==> config.mk <==
export PLATFORM = sky130hd
export DESIGN_NAME = updn_counter
export DESIGN_NICKNAME = d
export VERILOG_FILES = /design/src/rtl/updn_counter.sv
export SDC_FILE = /design/constraint.sdc
export NUM_CORES = 1
export LEC_CHECK = 0
export BUFFER_PORTS_ARGS = -buffer_cell sky130_fd_sc_hd__clkbuf_2
export CAP_MARGIN = 10
export CORE_AREA = 4 4 41 43
export CTS_CLUSTER_SIZE = 8
export DETAILED_ROUTE_END_ITERATION = 10
export DIE_AREA = 0 0 45 47
export GPL_ROUTABILITY_DRIVEN = 0
export MAX_ROUTING_LAYER = met4
export SYNTH_ARGS = -nofsm -noshare
export SYNTH_HDL_FRONTEND = slang
export SYNTH_SLANG_ARGS = --single-unit
==> constraint.sdc <==
create_clock -name clk -period 2.5 [get_ports clk]
set_input_delay 0.5 -clock clk [delete_from_list [all_inputs] [get_ports clk]]
set_output_delay 0.5 -clock clk [all_outputs]
set_load 0.005 [all_outputs]
==> src/rtl/updn_counter.sv <==
module updn_counter #(
  parameter int WIDTH = 4
) (
  input  logic             clk,
  input  logic             load_n,
  input  logic             en_p_n,
  input  logic             en_t_n,
  input  logic             up,
  input  logic [WIDTH-1:0] d,
  output logic [WIDTH-1:0] q,
  output logic             carry_n
);

  localparam logic [WIDTH-1:0] ONE = WIDTH'(1);

  logic count_en;
  logic at_term;

  assign count_en = ~en_p_n & ~en_t_n;
  assign at_term  = up ? (&q) : ~(|q);
  assign carry_n  = ~(at_term & ~en_t_n);

  always_ff @(posedge clk) begin
    if (!load_n)
      q <= d;
    else if (count_en)
      q <= up ? q + ONE : q - ONE;
  end

  AST_LOAD_COPIES: assert property (@(posedge clk) disable iff ($isunknown(d))
    !load_n |=> q == $past(d));

  AST_HOLD_DISABLED: assert property (@(posedge clk) disable iff ($isunknown(q))
    (load_n && (en_p_n || en_t_n)) |=> $stable(q));

  AST_COUNT_UP: assert property (@(posedge clk) disable iff ($isunknown(q))
    (load_n && !en_p_n && !en_t_n && up) |=> q == WIDTH'($past(q) + ONE));

  AST_COUNT_DOWN: assert property (@(posedge clk) disable iff ($isunknown(q))
    (load_n && !en_p_n && !en_t_n && !up) |=> q == WIDTH'($past(q) - ONE));

  AST_CARRY_GATED_BY_T: assert property (@(posedge clk) disable iff ($isunknown(q))
    en_t_n |-> carry_n);

  AST_CARRY_PREDICTS_WRAP: assert property (@(posedge clk) disable iff ($isunknown(q))
    (!carry_n && load_n && !en_p_n) |=> (q == (up ? '0 : '1)) || (up != $past(up)));

endmodule

==> impl_results.md <==
* Largest Register: q
* YS warnings at 0
* Setup_tns at 0 ns
* Mapped Cells at 27
* Clk buf depth at 2
* Pin slew with the least headroom to its limit at 0.5794 ns
* Total number of vias at 267
* Post-synth cell types at 17
* Most frequent cells in the layout: 13 x clkbuf_2, 4 x edfxtp_1, 3 x nor2_1, 3 x clkbuf_4
* Clock-pin slew on the worst setup and hold paths at 0.03 ns
* Hold wc startpoint: d[0]
* Final net count at 57
* Largest net degree at the start of global routing at 7
* Syn_nets at 39
* Critical path endpoint category: output pin
* Violation count after the first detailed-routing iteration at 4
* Final Power at 238.1 uW
* Count of pins over their slew limit at 0
* Minimum clock period at 2.026 ns
* Max reg flops at 4
* Lkg Pwr at 0.0001819 uW
* Crit path from: q[0]
* Regs by FF count: q: 4 flops
* CTS tree: done
* Sequential share of the synthesized area at 41.74%
* Worst slack at placement at 0.6296 ns
* Root buf cell: clkbuf_4
* WL final at 619 um
* Drc violations at 0
* Die H at 47 um
* P per Cell Area at 604.0 mW/mm2
* FF-to-FF path depth at 4
* Data arrival, critical path at 1.53 ns
* Max_cap viols at 0
* Worst Path Required at 2.00 ns
* Vias in the first global route at 252
* Clock Power Share at 32.2%
* Type of origin of the critical path: flip-flop
* Fin crit share at 81.06%
* Worst r2r dst: q[3]
* Gate power share at 25.9%
* Slowest cell on the critical path: or4_1
* Critical path, cell by cell: or4_1, nor2_1, o21bai_1, clkbuf_2
* I/O pin total at 14
* Area of the multi-input gates at 160.2 um2
* Fmax at 0.4935 GHz
* Worst hold path depth at 3
* Final hold vios at 0
* Total GRT Usage at 7.560%
* Antenna violations before repair at 0
* H-tree levels at 1
* Antenna cell count at 0
* Layout cells sized above 1 at 39.53%
* Reg2reg start: q[2]
* Hold Path End: q[0]
* Via density at 4.603
* CP Max Fanout at 6
* Routed length per instance at 10.67 um
* CTS resizes at 0
* Die Footprint at 0.002115 mm2
* P&R area growth vs syn at 36.96%
* Die width at 45 um
* Postcts setup bufs at 0
* Setup-failing EPs final at 0
* Number of synthesized register bits at 4
* Routed Antenna Nets at 0
* Fillers at 147
* Sw Share at 26.54%
* Synthesized cell area at 287.8 um2
* Syn avg cell area at 10.66 um2
* First-pass GRT wire length at 1055 um
* Core Box Area at 0.001301 mm2
* Initial Utilization at 22.12%
* Peak VDD IR at 0.0003062 V
* Commonest non-fill, non-tap cell in the layout: clkbuf_2
* Hold Crit Class: primary input to flip-flop
* Hpwl dp at 533.4 um
* Gr ovfl total at 0
* CP max stage delay at 0.54 ns
* DR pass1 iterations at 2
* Seq. cell area at 120.1 um2
* Setup ws final at 0.4735 ns
* Reg power frac at 41.8%
* Clock sinks at 4
* Skew final at 0.001129 ns
* Number of buffers created by CTS at 3
* Internal power at 174.9 uW
* Rows at 13
* Max transition margin at 60.96%
* Worst skew pair latency at 0.23 ns
* Critical path type: flip-flop to output pin
* Hold Buf Count CTS at 0
* Status: complete, no violations
* Flop-to-flop setup slack at 0.93 ns
* Net switching power at 63.18 uW
* RSZ-0062 raised after global routing: no
* I/O Buffers at 13
==> layout make-up <==
cell class / count / share of cell area, %
timing repair buffer: 13 / 16.51
tap: 15 / 4.762
sequential: 4 / 30.48
inverter: 2 / 1.905
multi-input combinational: 21 / 40.64
clock buffer: 3 / 5.714
==> worst max-delay path, delay by kind of cell (launching register included) <==
kind                   cells  cell delay [ns]
buffers and inverters      1             0.11
AOI/OAI and AO/OA          1             0.07
DFF                        1             0.47
and+or+nand+nor            2             0.65
==> synthesized netlist by cell type <==
library cell / count / area [um2]
a211oi_1: 1 / 7.510
xnor2_1: 2 / 17.52
fa_1: 1 / 20.02
nand4_1: 1 / 6.260
a211o_1: 1 / 8.760
nor2_1: 3 / 11.26
mux2_2: 1 / 11.26
or4_1: 1 / 7.510
inv_1: 2 / 7.510
and4_1: 1 / 8.760
nand3_1: 1 / 5.000
edfxtp_1: 4 / 120.1
nand2_1: 1 / 3.750
o21bai_1: 1 / 7.510
a21oi_1: 2 / 10.01
ha_1: 2 / 25.02
o21ai_0: 2 / 10.01
==> power groups by stage <==
stage          combinational, uW  clock, uW  sequential, uW
2_1_floorplan               37.2          0            99.2
6_report                    61.7       76.7            99.6
4_1_cts                     62.8       79.7            99.7
5_1_grt                     70.5       88.2             102
3_5_place_dp                61.9          0             101
3_3_place_gp                61.8          0             101
==> worst max-delay path by stage <==
stage / slack, ns / to / cells past startpoint
floorplan: 0.84 / q[3] / 5
global placement: 0.65 / q[3] / 6
detailed placement: 0.63 / q[3] / 6
CTS: 0.44 / carry_n / 4
global route: 0.37 / carry_n / 4
finish: 0.47 / carry_n / 4
==> routing by layer <==
| layer | track usage [%] | vias to the layer above | share of wire [%] |
|---|---|---|---|
| li1 | - | 135 | - |
| met5 | - | - | 0 |
| met4 | 3.509 | 0 | 0 |
| met2 | 9.605 | 9 | 45 |
| met1 | 9.049 | 123 | 46 |
| met3 | 4.981 | 0 | 8.4 |
==> through the flow <==
stage / cell area, um2 / hold slack, ns / utilization [%] / cells
after floorplan: 287.8 / 0.6824 / - / 27
after global placement: 371.6 / 0.7264 / 28.56 / 55
after detailed placement: 371.6 / 0.7288 / 28.56 / 55
after CTS: 394.1 / 0.5510 / 30.29 / 58
after global routing: 394.1 / 0.5679 / 30.29 / 58
final: 394.1 / 0.5533 / 30.29 / 58
==> logic make-up after synthesis <==
family          after synthesis  synth area share, %
simple gates                  8                14.78
compound gates                7                15.22
flops                         4                41.74
fa+ha+maj                     3                15.65
xor+xnor                      2                6.088
buf+inv                       2                2.610
mux                           1                3.913
Power figures use the tool's default switching activity.
